$ cat config.mk
export PLATFORM = sky130hd
export DESIGN_NAME = tw_ctrl_rx
export DESIGN_NICKNAME = d
export VERILOG_FILES = /design/src/rtl/tw_ctrl_pkg.sv /design/src/rtl/tw_sync.sv /design/src/rtl/tw_frame_shift.sv /design/src/rtl/tw_word_latch.sv /design/src/rtl/tw_ctrl_rx.sv
export SDC_FILE = /design/constraint.sdc
export NUM_CORES = 1
export LEC_CHECK = 0
export ABC_AREA = 1
export BUFFER_PORTS_ARGS = -buffer_cell sky130_fd_sc_hd__buf_2
export CORE_MARGIN = 5
export CORE_UTILIZATION = 55
export CTS_CLUSTER_SIZE = 25
export DETAILED_ROUTE_END_ITERATION = 6
export HOLD_SLACK_MARGIN = 0.05
export PLACE_DENSITY = 0.72
export SYNTH_ARGS = -nofsm -noshare
export SYNTH_HDL_FRONTEND = slang
export SYNTH_SLANG_ARGS = --single-unit
$ cat constraint.sdc
create_clock -name clk -period 5 [get_ports clk]
set_clock_uncertainty 0.1 [all_clocks]
set_input_delay 1 -clock clk [delete_from_list [all_inputs] [get_ports clk]]
set_output_delay 1 -clock clk [all_outputs]
set_load 0.005 [all_outputs]
$ cat src/rtl/tw_ctrl_pkg.sv
package tw_ctrl_pkg;
  parameter int unsigned SF_W      = 15;
  parameter int unsigned SW_W      = 4;
  parameter int unsigned FRAME_LEN = SF_W + SW_W;
  parameter int unsigned SYNC_W    = 3;
  // index of each line in the synchronizer bus
  parameter int unsigned IDX_DAT   = 0;
  parameter int unsigned IDX_SCK   = 1;
  parameter int unsigned IDX_EN    = 2;
endpackage

$ cat src/rtl/tw_sync.sv
module tw_sync #(
  parameter int unsigned W = 3
) (
  input  logic         clk,
  input  logic         rst_n,
  input  logic [W-1:0] async_i,
  output logic [W-1:0] sync_o,
  output logic [W-1:0] fall_o,
  output logic [W-1:0] rise_o
);
  logic [W-1:0] st1_q, st2_q, prev_q;

  for (genvar g = 0; g < W; g++) begin : g_line
    always_ff @(posedge clk or negedge rst_n) begin
      if (!rst_n) begin
        st1_q[g]  <= 1'b0;
        st2_q[g]  <= 1'b0;
        prev_q[g] <= 1'b0;
      end else begin
        st1_q[g]  <= async_i[g];
        st2_q[g]  <= st1_q[g];
        prev_q[g] <= st2_q[g];
      end
    end
    assign fall_o[g] = prev_q[g] & ~st2_q[g];
    assign rise_o[g] = ~prev_q[g] & st2_q[g];
  end

  assign sync_o = st2_q;
endmodule

$ cat src/rtl/tw_frame_shift.sv
module tw_frame_shift #(
  parameter int unsigned FRAME_LEN = 19
) (
  input  logic                 clk,
  input  logic                 rst_n,
  input  logic                 en_lvl,
  input  logic                 en_rise,
  input  logic                 sck_fall,
  input  logic                 dat,
  output logic [FRAME_LEN-1:0] word_o,
  output logic                 len_ok_o,
  output logic [$clog2(FRAME_LEN+2)-1:0] cnt_o
);
  localparam int unsigned CNT_W   = $clog2(FRAME_LEN + 2);
  localparam int unsigned CNT_SAT = FRAME_LEN + 1;

  logic [FRAME_LEN-1:0] sr_q, sr_d;
  logic [CNT_W-1:0]     cnt_q, cnt_d;
  logic                 shift_en, cnt_en;

  always_comb begin
    shift_en = en_lvl & sck_fall;
    cnt_en   = en_rise | shift_en;
    sr_d     = {sr_q[FRAME_LEN-2:0], dat};
    if (en_rise)
      cnt_d = '0;
    else if (cnt_q == CNT_W'(CNT_SAT))
      cnt_d = cnt_q;
    else
      cnt_d = cnt_q + 1'b1;
  end

  always_ff @(posedge clk or negedge rst_n) begin
    if (!rst_n) begin
      sr_q  <= '0;
      cnt_q <= '0;
    end else begin
      if (shift_en) sr_q  <= sr_d;
      if (cnt_en)   cnt_q <= cnt_d;
    end
  end

  assign word_o   = sr_q;
  assign cnt_o    = cnt_q;
  assign len_ok_o = (cnt_q == CNT_W'(FRAME_LEN));

  // with enable low the shift register holds
  p_hold_idle_r2: assert property (@(posedge clk) disable iff (!rst_n)
    !en_lvl |=> $stable(sr_q));
  // counter never exceeds its saturation value
  p_cnt_sat_r5: assert property (@(posedge clk) disable iff (!rst_n)
    cnt_q <= CNT_W'(CNT_SAT));
  // the register moves only on a serial clock fall
  p_shift_on_fall_r1: assert property (@(posedge clk) disable iff (!rst_n)
    !sck_fall |=> $stable(sr_q));
endmodule

$ cat src/rtl/tw_word_latch.sv
module tw_word_latch #(
  parameter int unsigned SF_W = 15,
  parameter int unsigned SW_W = 4
) (
  input  logic                 clk,
  input  logic                 rst_n,
  input  logic                 commit,
  input  logic [SF_W+SW_W-1:0] word_i,
  output logic [SF_W-1:0]      scale_o,
  output logic [SW_W-1:0]      band_o,
  output logic                 upd_o
);
  logic [SF_W-1:0] scale_q, scale_d;
  logic [SW_W-1:0] band_q, band_d;
  logic            upd_q;

  always_comb begin
    scale_d = word_i[SF_W+SW_W-1:SW_W];
    band_d  = word_i[SW_W-1:0];
  end

  always_ff @(posedge clk or negedge rst_n) begin
    if (!rst_n) begin
      scale_q <= '0;
      band_q  <= '0;
      upd_q   <= 1'b0;
    end else begin
      upd_q <= commit;
      if (commit) begin
        scale_q <= scale_d;
        band_q  <= band_d;
      end
    end
  end

  assign scale_o = scale_q;
  assign band_o  = band_q;
  assign upd_o   = upd_q;

  // strobe lasts a single cycle
  p_upd_single_r6: assert property (@(posedge clk) disable iff (!rst_n)
    upd_q |=> !upd_q);
  // outputs move only alongside the strobe
  p_out_stable_r6: assert property (@(posedge clk) disable iff (!rst_n)
    !upd_q |-> $stable({scale_q, band_q}));
endmodule

$ cat src/rtl/tw_ctrl_rx.sv
module tw_ctrl_rx
  import tw_ctrl_pkg::*;
(
  input  logic            clk,
  input  logic            rst_n,
  input  logic            ser_data_i,
  input  logic            ser_clk_i,
  input  logic            ser_en_i,
  output logic [SF_W-1:0] scale_o,
  output logic [SW_W-1:0] band_o,
  output logic            cp_high_o,
  output logic            upd_o
);
  localparam int unsigned CNT_W = $clog2(FRAME_LEN + 2);

  logic [1:0]           rst_pipe_q;
  logic                 rst_int_n;
  logic [SYNC_W-1:0]    raw, lvl, fall, rise;
  logic [FRAME_LEN-1:0] word;
  logic                 len_ok, commit;
  logic [CNT_W-1:0]     cnt;

  // asynchronous assert, synchronous release
  always_ff @(posedge clk or negedge rst_n) begin
    if (!rst_n) rst_pipe_q <= 2'b00;
    else        rst_pipe_q <= {rst_pipe_q[0], 1'b1};
  end
  assign rst_int_n = rst_pipe_q[1];

  always_comb begin
    raw          = '0;
    raw[IDX_DAT] = ser_data_i;
    raw[IDX_SCK] = ser_clk_i;
    raw[IDX_EN]  = ser_en_i;
  end

  tw_sync #(.W(SYNC_W)) u_sync (
    .clk     (clk),
    .rst_n   (rst_int_n),
    .async_i (raw),
    .sync_o  (lvl),
    .fall_o  (fall),
    .rise_o  (rise)
  );

  tw_frame_shift #(.FRAME_LEN(FRAME_LEN)) u_shift (
    .clk      (clk),
    .rst_n    (rst_int_n),
    .en_lvl   (lvl[IDX_EN]),
    .en_rise  (rise[IDX_EN]),
    .sck_fall (fall[IDX_SCK]),
    .dat      (lvl[IDX_DAT]),
    .word_o   (word),
    .len_ok_o (len_ok),
    .cnt_o    (cnt)
  );

  assign commit = fall[IDX_EN] & len_ok;

  tw_word_latch #(.SF_W(SF_W), .SW_W(SW_W)) u_latch (
    .clk     (clk),
    .rst_n   (rst_int_n),
    .commit  (commit),
    .word_i  (word),
    .scale_o (scale_o),
    .band_o  (band_o),
    .upd_o   (upd_o)
  );

  assign cp_high_o = 1'b1;

  // a strobe follows only a frame of exact length
  p_upd_exact_len_r4: assert property (@(posedge clk) disable iff (!rst_int_n)
    upd_o |-> ($past(cnt) == CNT_W'(FRAME_LEN)));
  // a strobe follows an enable fall
  p_upd_after_en_fall_r3: assert property (@(posedge clk) disable iff (!rst_int_n)
    upd_o |-> $past(fall[IDX_EN]));
endmodule

* Word-level counts from Yosys, hierarchy flattened *
Cells that the tools add are included.

storage, ports and cells
  word-level logic and storage cells = 30
  register bits = 54
  input bits = 5
  output and inout bits = 21

operators by class
  mux-type cells = 2
  bitwise operators = 9
  reductions and logical operators = 1
  eq/ne operators = 3
  add/sub/neg operators = 1

operator list
  operator                                                                 count
  5-bit equality test, second input constant                               2
  5-bit 2-to-1 mux                                                         2
  5-bit by 1-bit adder with 5-bit output, second input constant            1
  1-bit AND                                                                5
  1-bit NOT                                                                3
  2-bit by 1-bit inequality test with 1-bit output, second input constant  1
  2-bit AND reduction                                                      1
  1-bit OR                                                                 1

* Logic depth before layout (Yosys ltp) *
Gate-level depths: netlist (run 1).

  depth after elaboration = 5
  depth in mapped cells = 8
  depth with buffers taken out = 7

* Cells and area by module *
A second synthesis (run 1) with hierarchy kept.

second synthesis, totals
  cells, all modules = 200
  area total of the unflattened synthesis = 2200.9 sq um

modules (own cells, without submodules)
  module          times used  area an instance (sq um)  sequential area each (sq um)  cells each
  tw_frame_shift  1           1098.6                    600.6                         92
  tw_word_latch   1           763.2                     500.5                         81
  tw_sync         1           270.3                     225.2                         21
  tw_ctrl_rx      1           68.8                      50.0                          6

* Least setup slack after synthesis (run 1) *
No wires, ideal clock.

  path kind = flip-flop to output port
  from = register u_latch.band_q[0], in the netlist u_latch.band_o[0]
  to = output port band_o[0]
  data arrival time = 0.361 ns
  slack = 3.539 ns
  stages on the path, launching flop included = 1
  path buffers = 0
  data required time = 3.900 ns
  path through = dfrtp_1

RTL lines
  item                    RTL line             source
  from (decl)             tw_word_latch.sv:14  logic [SW_W-1:0] band_q, band_d;
  from (signal assigned)  tw_word_latch.sv:31  band_q <= band_d;
  to (decl)               tw_ctrl_rx.sv:10     output logic [SW_W-1:0] band_o,

No word-level cell between the ends.

* Final worst setup path (run 1) *
  from = register u_shift.cnt_q[0], in the netlist u_shift.cnt_o[0]
  to = register u_latch.scale_q[1], in the netlist u_latch.scale_o[1]

on the way
  cells in the longest elaborated chain, start to end = 2

ends and longest elaborated chain
  item                    RTL line              source
  from (decl)             tw_frame_shift.sv:18  logic [CNT_W-1:0] cnt_q, cnt_d;
  from (signal assigned)  tw_frame_shift.sv:39  if (cnt_en) cnt_q <= cnt_d;
  5-bit equality test     tw_frame_shift.sv:45  assign len_ok_o = (cnt_q == CNT_W'(FRAME_LEN));
  1-bit AND               tw_ctrl_rx.sv:58      assign commit = fall[IDX_EN] & len_ok;
  to (signal assigned)    tw_word_latch.sv:30   scale_q <= scale_d;
  to (decl)               tw_word_latch.sv:13   logic [SF_W-1:0] scale_q, scale_d;

No other way between the ends.
A chain may end at the register's enable or synchronous reset.

==> flow_summary.yaml, run 1 <==
critical_path:
  ff2ff_path_depth: 5
  required_ns: 5.08
  cp_data_arrival_time_ns: 2.35
  crit-reg2reg-capture: "u_latch.scale_o[1]$_DFFE_PN0P_"
  setup.worst_path.start_class: "flop"
  critical_path_peak_fanout: 38
  end_kind: "flop"
  crit_type: "flop to flop"
  r2r-start: "u_shift.cnt_o[0]$_DFFE_PN0P_"
  worst-r2r-setup-slack_ns: 2.73
detailed_routing:
  detailedRoute.firstPassIterationCount: 4
  routedLengthMet1_mm: 1.48
  highest_layer: "met4"
  met2_wirelength_mm: 1.51
  ant_nets: 0
  wl_mm: 3.15
  drc: 0
  avgRoutedWirePerCell_um: 11.4
  routed_via_density: 4.87
  drt_iter0_markers: 87
  vias: 1345
  dr_wl_met3_um: 136
pwr:
  static-leakage-power_nw: 1.16
  worst_ir_drop_vdd_mv: 0.279
  power-per-cell-area_mw_per_mm2: 339
grt:
  grt_pass1_vias: 1331
  antenna_found_initial: 0
  first_pass_grt_wire_length_mm: 5.67
  global_route.overflow_total: 0
  grt_max_degree: 53
  gr-usage-all-layers_pct: 13.8
sta:
  min_cycle_time_layout_ns: 2.27
  fin_crit_sh_pct: 45.4
  tightest_slew_ns: 1.08
  number_of_endpoints_failing_setup_at_the_final_stage: 0
  timing.final.hold_violations: 0
  final_critical_path_setup_slack_ns: 2.73
  finalSetupTns_ns: 0
  slew_headroom_pct: 28.2
  fmax_mhz: 441
  count_of_final_max_slew_check_failures: 0
  unrepaired_setup_endpoints_after_global_routing: "no"
synthesis:
  xor_xnor_share_of_the_synthesized_area_pct: 0.416
  seq_area_frac_synth_pct: 64.2
  synth_cell_types: 21
  synth-compound-area-share_pct: 10.6
  postSynthRegisterBits: 54
  synth_top_cell_by_area: "sky130_fd_sc_hd__dfrtp_1"
  synth-simple-area-share_pct: 15.2
  yosysWarningCount: 0
  dominant_cells_by_area_after_synthesis: "sky130_fd_sc_hd__dfrtp_1 64%, sky130_fd_sc_hd__nand2_1 9.5%, sky130_fd_sc_hd__o21ai_0 6.2%"
  post_synth_fa_ha_maj_area_fraction_pct: 1.19
  synthMuxAreaShare_pct: 0
  synthesis.instances: 204
  synth.top_cell.area_share_pct: 64.2
  syn_area_mm2: 0.00210
  main_combinational_cell_family_by_area_after_synthesis: "simple AND/OR/NAND/NOR gates"
  synth.avg_cell_area_um2: 10.3
layout:
  layoutNonFillerInstCount: 276
  layout_cell_share_with_drive_strength_beyond_1_pct: 19.7
  finish.utilization_pct: 63.0
  insertedDiodeCount: 0
  net_count_of_the_finished_layout: 234
  synthToLayoutAreaGrowth_pct: 10.5
floorplan:
  initial_cell_density_of_the_core_pct: 57.0
  placeableCoreArea_mm2: 0.00369
  fp-row-count: 22
  design.die.area_mm2: 0.00516
  die_width_um: 71.8
  vertical_die_dimension_um: 71.8
  num_io_pins: 26
place:
  place_ws_ns: 2.71
  dp_hpwl_mm: 2.18
  placed_cells_incl_taps: 268
  place_congestion: 0.780
  port_buffers: 24
cts:
  clockRootBuffer: "sky130_fd_sc_hd__clkbuf_8"
  postCtsResizedCells: 0
  post_cts_buffers: 0
  cts_num_sinks: 54
  cts.htree.levels: 2
  cts_inserted_buffers: 5
  clk_pin_slew_worst_paths_ns: 0.09
  cts_tree: "done"
  ctsHoldBuffers: 0
  insertion_delay_ns: 0.29
  cts_max_path_buffers: 2
run_status:
  outcome: "finished, final reports clean"
min_path:
  hold_end: "rst_pipe_q[1]$_DFF_PN0_"
  worst_hold_startpoint: "rst_pipe_q[0]$_DFF_PN0_"
  worstHoldPathType: "flop to flop"
  min_path_cells: 0
flow_run:
  max_cap_viol_count: 0
==> where the power goes <==
group	internal, mW	total, mW	switching [mW]
sequential	0.457	0.476	0.0191
clock	0.150	0.282	0.132
combinational	0.00981	0.0299	0.0201
total	0.617	0.788	0.171
==> through the flow <==
stage / hold slack [ns] / total power, mW / instance area [µm²]
detailed placement: 0.237 / 0.516 / 2210
finish: 0.256 / 0.788 / 2320
global route: 0.276 / 0.827 / 2320
floorplan: 0.231 / 0.504 / 2110
global placement: 0.233 / 0.513 / 2210
CTS: 0.261 / 0.800 / 2320
==> layout make-up <==
type                    instances  area (µm²)
clock buffers                   5        68.8
clock inverters                 3        43.8
fillers                       332        1360
inverters                      25        93.8
multi-input cells             117         586
flip-flops and latches         54        1350
well taps                      48        60.1
repair buffers                 24         120
==> metal layers <==
metal,GRT usage [%],up-vias
li1,-,685
met1,18.1,633
met2,22.8,25
met3,3.37,2
met4,3.76,0
met5,0,-
==> critical path, stage by stage, from the launching register on <==
cell and delay [ns]:
sky130_fd_sc_hd__dfrtp_1 0.42, sky130_fd_sc_hd__ha_1 0.27, sky130_fd_sc_hd__inv_1 0.07, sky130_fd_sc_hd__nor2_2 0.09, sky130_fd_sc_hd__nand4_2 0.73, sky130_fd_sc_hd__o21ai_0 0.47
==> cells in the mapped netlist (all sizes together) <==
library cell	number
dfrtp	54
nand2	53
o21ai	38
inv	25
nand3	12
buf	8
nor2	5
nand4	3
ha	2
clkbuf	1
conb	1
nand3b	1
xor2	1
==> worst max path at each step <==
stage                                 start                              to  slack, ns
2_1_floorplan       rst_pipe_q[1]$_DFF_PN0_   u_latch.band_o[0]$_DFFE_PN0P_       3.29
3_3_place_gp   u_shift.cnt_o[0]$_DFFE_PN0P_  u_latch.scale_o[0]$_DFFE_PN0P_       2.86
3_5_place_dp   u_shift.cnt_o[0]$_DFFE_PN0P_  u_latch.scale_o[4]$_DFFE_PN0P_       2.71
4_1_cts        u_shift.cnt_o[0]$_DFFE_PN0P_  u_latch.scale_o[1]$_DFFE_PN0P_       2.67
5_1_grt        u_shift.cnt_o[0]$_DFFE_PN0P_  u_latch.scale_o[1]$_DFFE_PN0P_       2.45
6_report       u_shift.cnt_o[0]$_DFFE_PN0P_  u_latch.scale_o[1]$_DFFE_PN0P_       2.73
==> cells in the final DEF, fill, tap and decap left out <==
master,instances
sky130_fd_sc_hd__o21ai_0,26
sky130_fd_sc_hd__bufinv_16,1
sky130_fd_sc_hd__dfrtp_2,1
sky130_fd_sc_hd__nand4_1,2
sky130_fd_sc_hd__nand2_1,53
sky130_fd_sc_hd__clkbuf_8,5
sky130_fd_sc_hd__conb_1,2
sky130_fd_sc_hd__clkinv_2,1
sky130_fd_sc_hd__nor2_2,1
sky130_fd_sc_hd__nor2_1,3
sky130_fd_sc_hd__nand3b_1,1
sky130_fd_sc_hd__inv_6,1
sky130_fd_sc_hd__nor2_4,1
sky130_fd_sc_hd__buf_2,24
sky130_fd_sc_hd__nand4_2,1
sky130_fd_sc_hd__o21ai_2,9
sky130_fd_sc_hd__o21ai_1,3
sky130_fd_sc_hd__dfrtp_1,53
sky130_fd_sc_hd__xor2_1,1
sky130_fd_sc_hd__inv_1,25
sky130_fd_sc_hd__nand3_1,12
sky130_fd_sc_hd__ha_1,2
==> sequential cells by signal, indices dropped and copies added (netlist names) <==
signal / flops
u_shift.word_o: 19
u_sync.sync_o: 3
u_latch.band_o: 4
u_sync.st1_q: 3
u_sync.prev_q: 2
u_latch.upd_o: 1
u_shift.cnt_o: 5
u_latch.scale_o: 15
rst_pipe_q: 2
==> kinds of logic (layout without fill, tap and decap cells) <==
| logic type | after synthesis | in the layout |
|---|---|---|
| AOI/OAI and AO/OA | 38 | 38 |
| xor gates and xnor gates | 1 | 1 |
| adders and majority gates | 2 | 2 |
| buffers and inverters | 34 | 57 |
| DFF | 54 | 54 |
| other | 1 | 2 |
| and+or+nand+nor | 74 | 74 |
(Power assumes the default switching activity.)
==> run 2: changes to the inputs <==
--- a/config.mk
+++ b/config.mk
@@ -8,11 +8,11 @@
 export ABC_AREA = 1
 export BUFFER_PORTS_ARGS = -buffer_cell sky130_fd_sc_hd__buf_2
 export CORE_MARGIN = 5
-export CORE_UTILIZATION = 55
+export CORE_UTILIZATION = 51
 export CTS_CLUSTER_SIZE = 25
 export DETAILED_ROUTE_END_ITERATION = 6
 export HOLD_SLACK_MARGIN = 0.05
-export PLACE_DENSITY = 0.72
+export PLACE_DENSITY = 0.7
 export SYNTH_ARGS = -nofsm -noshare
 export SYNTH_HDL_FRONTEND = slang
 export SYNTH_SLANG_ARGS = --single-unit
==> constraint.sdc (replaced) <==
create_clock -name clk -period 1.92 [get_ports clk]
set_clock_uncertainty 0.1 [all_clocks]
set_input_delay 0.384 -clock clk [delete_from_list [all_inputs] [get_ports clk]]
set_output_delay 0.384 -clock clk [all_outputs]
set_load 0.005 [all_outputs]
==> flow_summary.yaml, run 2 (synthesis gave the netlist of run 1 again) <==
layout:
  layout_cell_share_with_drive_strength_beyond_1_pct: 19.8
  insertedDiodeCount: 0
  final_cell_mix: "53 x sky130_fd_sc_hd__nand2_1, 53 x sky130_fd_sc_hd__dfrtp_1, 26 x sky130_fd_sc_hd__o21ai_0"
  synthToLayoutAreaGrowth_pct: 12.0
  number_of_flip_flops_in_the_largest_register: 19
  net_count_of_the_finished_layout: 238
place:
  dp_hpwl_mm: 2.08
  place_congestion: 0.827
  port_buffers: 24
run_status:
  outcome: "finished, final reports clean"
critical_path:
  cp_data_arrival_time_ns: 1.60
  setup.worst_path.start_class: "flop"
  crit-reg2reg-capture: "u_latch.scale_o[14]$_DFFE_PN0P_"
  critical_path_peak_fanout: 38
  cpPeakStageDelay_ns: 0.43
  r2r-start: "u_shift.cnt_o[0]$_DFFE_PN0P_"
  crit_type: "flop to flop"
  timing.critical_path.slowest_stage_cell: "sky130_fd_sc_hd__dfrtp_1"
  worst-r2r-setup-slack_ns: 0.41
  crit_path_cell_chain: "ha_1 -> inv_1 -> nor2_2 -> nand4_2 -> buf_12 -> inv_1 -> nand2_1 -> nand2_1"
  end_kind: "flop"
  ff2ff_path_depth: 8
  required_ns: 2.02
cts:
  insertion_delay_ns: 0.30
  cts_inserted_buffers: 5
  cts_num_sinks: 54
  cts_max_path_buffers: 2
  cts_tree: "done"
  postCtsResizedCells: 0
  clk_pin_slew_worst_paths_ns: 0.09
  clockRootBuffer: "sky130_fd_sc_hd__clkbuf_8"
  cts.htree.levels: 2
floorplan:
  fp-row-count: 23
  vertical_die_dimension_um: 74.2
  placeableCoreArea_mm2: 0.00400
  initial_cell_density_of_the_core_pct: 52.6
  design.die.area_mm2: 0.00551
  num_io_pins: 26
  die_width_um: 74.2
grt:
  gr-usage-all-layers_pct: 13.1
  grt_pass1_vias: 1262
  global_route.overflow_total: 0
  first_pass_grt_wire_length_mm: 5.42
  antenna_found_initial: 0
  grt_max_degree: 53
sta:
  timing.final.hold_violations: 0
  count_of_final_max_slew_check_failures: 0
  min_cycle_time_layout_ns: 1.51
  finalSetupTns_ns: 0
  fin_crit_sh_pct: 78.5
  fmax_mhz: 663
  number_of_endpoints_failing_setup_at_the_final_stage: 0
  unrepaired_setup_endpoints_after_global_routing: "no"
pwr:
  comb_power_share_pct: 5.3
  power.share.clock_pct: 31.1
  sequentialPowerShare_pct: 63.6
  pint_mw: 1.48
  post-layout-total-power_mw: 1.92
  static-leakage-power_nw: 1.17
  sw_frac_of_total_pct: 22.9
  worst_ir_drop_vdd_mv: 0.563
  power-per-cell-area_mw_per_mm2: 815
  total_switching_power_mw: 0.440
detailed_routing:
  drc: 0
  detailedRoute.firstPassIterationCount: 5
  ant_nets: 0
  routed_via_density: 4.76
  avgRoutedWirePerCell_um: 10.9
  drt_iter0_markers: 57
  wl_mm: 3.08
  vias: 1341
min_path:
  min_path_cells: 1
  worstHoldPathType: "primary input to flop"
  hold_end: "u_sync.st1_q[1]$_DFF_PN0_"
  worst_hold_startpoint: "ser_clk_i"
flow_run:
  max_cap_viol_count: 0
run 2: cell types whose count changed in the layout (fill, tap and decap cells not counted), sizes merged:
cell,change
clkbuf,+2
dlygate4sd3,+1
buf,+3
bufinv,-1
clkinv,-1
clkinvlp,+1
inv,-1
run 2: worst max-delay path by stage:
stage	start	endpoint	slack [ns]	cells after the start
floorplan	rst_pipe_q[1]$_DFF_PN0_	u_latch.band_o[0]$_DFFE_PN0P_	0.21	0
global placement	u_shift.cnt_o[0]$_DFFE_PN0P_	u_latch.scale_o[14]$_DFFE_PN0P_	0.48	8
detailed placement	u_shift.cnt_o[0]$_DFFE_PN0P_	u_latch.scale_o[14]$_DFFE_PN0P_	0.42	8
CTS	u_shift.cnt_o[0]$_DFFE_PN0P_	u_latch.scale_o[14]$_DFFE_PN0P_	0.39	8
global route	u_shift.cnt_o[1]$_DFFE_PN0P_	u_latch.scale_o[1]$_DFFE_PN0P_	0.32	7
finish	u_shift.cnt_o[0]$_DFFE_PN0P_	u_latch.scale_o[14]$_DFFE_PN0P_	0.41	8
run 2: worst max-delay path, delay by kind of cell (launching register included):
family / cells / cell delay, ns
fa+ha+maj: 1 / 0.27
buf+inv: 3 / 0.38
flops: 1 / 0.43
simple gates: 4 / 0.23
run 2: what timing repair did:
| item | 4_1_cts | 5_1_grt |
|---|---|---|
| buffers inserted | 0 | 0 |
| hold buffers | 1 | 0 |
| endpoints found under the hold margin | 2 | 0 |
run 2: stage by stage:
stage	hold slack [ns]	worst slack [ns]	utilization (%)	instance area, µm²	instances
after global placement	0.0699	0.481	56.6	2260	273
after global routing	0.0636	0.319	58.9	2360	282
after detailed placement	0.0703	0.417	56.6	2260	273
after floorplan	-0.0116	0.205	-	2110	205
final	0.0816	0.412	58.9	2360	282
after CTS	0.0681	0.395	58.9	2360	282
run 2: area by class of cell:
| type | instances | area (µm²) |
|---|---|---|
| multi-input cells | 117 | 586 |
| repair buffers | 28 | 178 |
| inverters | 25 | 93.8 |
| well taps | 50 | 62.6 |
| fillers | 355 | 1640 |
| flip-flops and latches | 54 | 1350 |
| clock inverters | 1 | 7.51 |
| clock buffers | 7 | 76.3 |
run 2: power by group through the flow:
| stage | combinational, mW | clock (mW) | sequential (mW) |
|---|---|---|---|
| 6_report | 0.102 | 0.597 | 1.22 |
| 5_1_grt | 0.126 | 0.666 | 1.23 |
| 4_1_cts | 0.107 | 0.620 | 1.22 |
| 3_5_place_dp | 0.105 | 0 | 1.24 |
| 3_3_place_gp | 0.104 | 0 | 1.24 |
| 2_1_floorplan | 0.0628 | 0 | 1.25 |
run 2: per-layer routing:
metal / wire, µm / up-vias / GRT usage, %
li1: - / 691 / -
met1: 1540 / 615 / 17.3
met2: 1320 / 31 / 19.7
met3: 184 / 4 / 4.86
met4: 43 / 0 / 5.34
met5: 0 / - / 0
==> run 3: changes to the inputs <==
--- a/config.mk
+++ b/config.mk
@@ -5,14 +5,14 @@
 export SDC_FILE = /design/constraint.sdc
 export NUM_CORES = 1
 export LEC_CHECK = 0
-export ABC_AREA = 1
+export ABC_AREA = 0
 export BUFFER_PORTS_ARGS = -buffer_cell sky130_fd_sc_hd__buf_2
 export CORE_MARGIN = 5
-export CORE_UTILIZATION = 51
+export CORE_UTILIZATION = 55
 export CTS_CLUSTER_SIZE = 25
 export DETAILED_ROUTE_END_ITERATION = 6
 export HOLD_SLACK_MARGIN = 0.05
-export PLACE_DENSITY = 0.7
+export PLACE_DENSITY = 0.72
 export SYNTH_ARGS = -nofsm -noshare
 export SYNTH_HDL_FRONTEND = slang
 export SYNTH_SLANG_ARGS = --single-unit
==> constraint.sdc (replaced) <==
create_clock -name clk -period 1.4 [get_ports clk]
set_clock_uncertainty 0.1 [all_clocks]
set_input_delay 0.28 -clock clk [delete_from_list [all_inputs] [get_ports clk]]
set_output_delay 0.28 -clock clk [all_outputs]
set_load 0.005 [all_outputs]
==> flow_summary.yaml, run 3 <==
cts:
  cts_max_path_buffers: 2
  insertion_delay_ns: 0.30
  cts_inserted_buffers: 5
  cts_tree: "done"
  clk_pin_slew_worst_paths_ns: 0.09
  cts.htree.levels: 2
  clockRootBuffer: "sky130_fd_sc_hd__clkbuf_8"
  cts_num_sinks: 54
critical_path:
  cpPeakStageDelay_ns: 0.41
  cp_data_arrival_time_ns: 1.64
  timing.critical_path.slowest_stage_cell: "sky130_fd_sc_hd__dfrtp_1"
  crit_type: "flop to flop"
  setup.worst_path.start_class: "flop"
  critical_path_peak_fanout: 20
  end_kind: "flop"
  crit_path_cell_chain: "buf_6 -> ha_2 -> nand4_1 -> buf_12 -> mux2_2"
  required_ns: 1.49
floorplan:
  num_io_pins: 26
  initial_cell_density_of_the_core_pct: 55.7
  design.die.area_mm2: 0.00496
  die_width_um: 70.4
  vertical_die_dimension_um: 70.4
  placeableCoreArea_mm2: 0.00361
  fp-row-count: 22
run_status:
  violations: "setup timing"
  outcome: "finished, violations left"
grt:
  grt_pass1_vias: 1255
  gr-usage-all-layers_pct: 15.6
  global_route.overflow_total: 0
  antenna_found_initial: 0
  first_pass_grt_wire_length_mm: 5.97
  grt_max_degree: 53
sta:
  count_of_final_max_slew_check_failures: 0
  number_of_endpoints_failing_setup_at_the_final_stage: 24
  fmax_mhz: 642
  fin_crit_sh_pct: 111
  unrepaired_setup_endpoints_after_global_routing: "yes"
  finalSetupTns_ns: -3.12
  timing.final.hold_violations: 0
  final_critical_path_setup_slack_ns: -0.157
  min_cycle_time_layout_ns: 1.56
detailed_routing:
  routed_via_density: 5.01
  detailedRoute.firstPassIterationCount: 2
  drc: 0
  wl_mm: 3.21
  vias: 1118
  ant_nets: 0
  avgRoutedWirePerCell_um: 14.4
  drt_iter0_markers: 46
synthesis:
  yosysWarningCount: 0
  synth.top_cell.area_share_pct: 67.2
  edff_count_synth: 0
  syn_area_mm2: 0.00201
  top_post_synthesis_cells_by_count: "54 x sky130_fd_sc_hd__dfrtp_1, 38 x sky130_fd_sc_hd__mux2_2, 4 x sky130_fd_sc_hd__buf_2, 4 x sky130_fd_sc_hd__inv_1"
  synth_cell_types: 22
  synth_top_cell_by_area: "sky130_fd_sc_hd__dfrtp_1"
  dominant_cells_by_area_after_synthesis: "sky130_fd_sc_hd__dfrtp_1 67%, sky130_fd_sc_hd__mux2_2 21%, sky130_fd_sc_hd__ha_1 1.2%"
  synth_ff_type: "sky130_fd_sc_hd__dfrtp_1"
  yosys.cell_count.top_type: "sky130_fd_sc_hd__dfrtp_1"
  seq_area_frac_synth_pct: 67.2
  postSynthRegisterBits: 54
  synthesis.instances: 128
  synthArstFlopShare_pct: 100
  synth.avg_cell_area_um2: 15.7
pwr:
  worst_ir_drop_vdd_mv: 1.03
  power-per-cell-area_mw_per_mm2: 1150
  static-leakage-power_nw: 1.32
place:
  place_congestion: 0.759
  port_buffers: 24
  dp_hpwl_mm: 2.04
  placed_cells_incl_taps: 205
layout:
  synthToLayoutAreaGrowth_pct: 23.8
  net_count_of_the_finished_layout: 181
  layout.cells.most_common: "sky130_fd_sc_hd__dfrtp_1"
  finish.utilization_pct: 69.0
  layoutNonFillerInstCount: 223
  multi_input_comb_area_um2: 654
  final-seq-area_mm2: 0.00135
  nFillCells: 268
  final_cell_mix: "52 x sky130_fd_sc_hd__dfrtp_1, 36 x sky130_fd_sc_hd__mux2_2, 24 x sky130_fd_sc_hd__buf_2"
  layout_cell_share_with_drive_strength_beyond_1_pct: 53.7
  insertedDiodeCount: 0
  number_of_flip_flops_in_the_largest_register: 19
flow_run:
  max_cap_viol_count: 0
min_path:
  worstHoldPathType: "flop to asynchronous set/reset pin"
run 3: timing repair:
action	in CTS	in global routing
endpoints found under the hold margin	5	0
setup buffers	4	2
resized for setup	8	3
pin swaps	4	2
hold buffers	4	0
endpoints found under the setup margin	24	41
run 3: kinds of logic after synthesis:
logic type / share of synthesized area [%]
buffers and inverters: 2.12
other: 0.187
muxes: 21.8
DFF: 67.2
and+or+nand+nor: 5.04
adders and majority gates: 1.25
AOI/OAI and AO/OA: 2.37
run 3: routing by layer:
layer	up-vias	track usage [%]	share of wire, %
li1	538	-	-
met4	0	6.17	2.2
met3	8	4.75	4.1
met1	551	19.4	43
met5	-	0	0
met2	21	25.5	51
run 3: worst max-delay path: cells and delay by family, from the launching register on:
kind                       cells  cell delay, ns
DFF                            1            0.41
muxes                          1            0.35
buffers and inverters          2            0.31
adders and majority gates      1            0.16
and+or+nand+nor                1            0.11
run 3: area by class of cell:
cell class	instances	area share [%]
Clock inverter	1	0.201
Multi-Input combinational cell	66	26.3
Inverter	4	0.603
Tap cell	48	2.41
Sequential cell	54	54.4
Timing Repair Buffer	43	12.6
Clock buffer	7	3.47
run 3: worst paths after layout:
kind	start	end	slack (ns)	cells after the start
min in group clk	u_sync.st1_q[0]$_DFF_PN0_	u_sync.sync_o[0]$_DFF_PN0_	0.25	0
max in group asynchronous	rst_pipe_q[1]$_DFF_PN0_	u_sync.sync_o[2]$_DFF_PN0_	0.81	1
setup / recovery	u_shift.cnt_o[0]$_DFFE_PN0P_	u_latch.scale_o[9]$_DFFE_PN0P_	-0.16	5
hold / removal	rst_pipe_q[1]$_DFF_PN0_	u_sync.st1_q[2]$_DFF_PN0_	0.16	1
hold reg to reg	rst_pipe_q[1]$_DFF_PN0_	u_sync.st1_q[2]$_DFF_PN0_	0.16	1
setup reg to reg	u_shift.cnt_o[0]$_DFFE_PN0P_	u_latch.scale_o[9]$_DFFE_PN0P_	-0.16	5
run 3: where the power goes:
group	switching [mW]	leakage (nW)	internal, mW
sequential	0.0861	0.716	1.68
clock	0.460	0.0482	0.399
combinational	0.0948	0.551	0.146
run 3: stage by stage:
stage	setup WS, ns	total power [mW]	hold slack (ns)	area (µm²)
after detailed placement	-0.199	2.01	-0.0268	2270
after CTS	-0.136	2.90	0.178	2460
final	-0.157	2.87	0.162	2490
after global placement	-0.0650	1.99	-0.0348	2270
after floorplan	-0.0506	1.93	-0.116	2030
after global routing	-0.206	3.03	0.185	2490
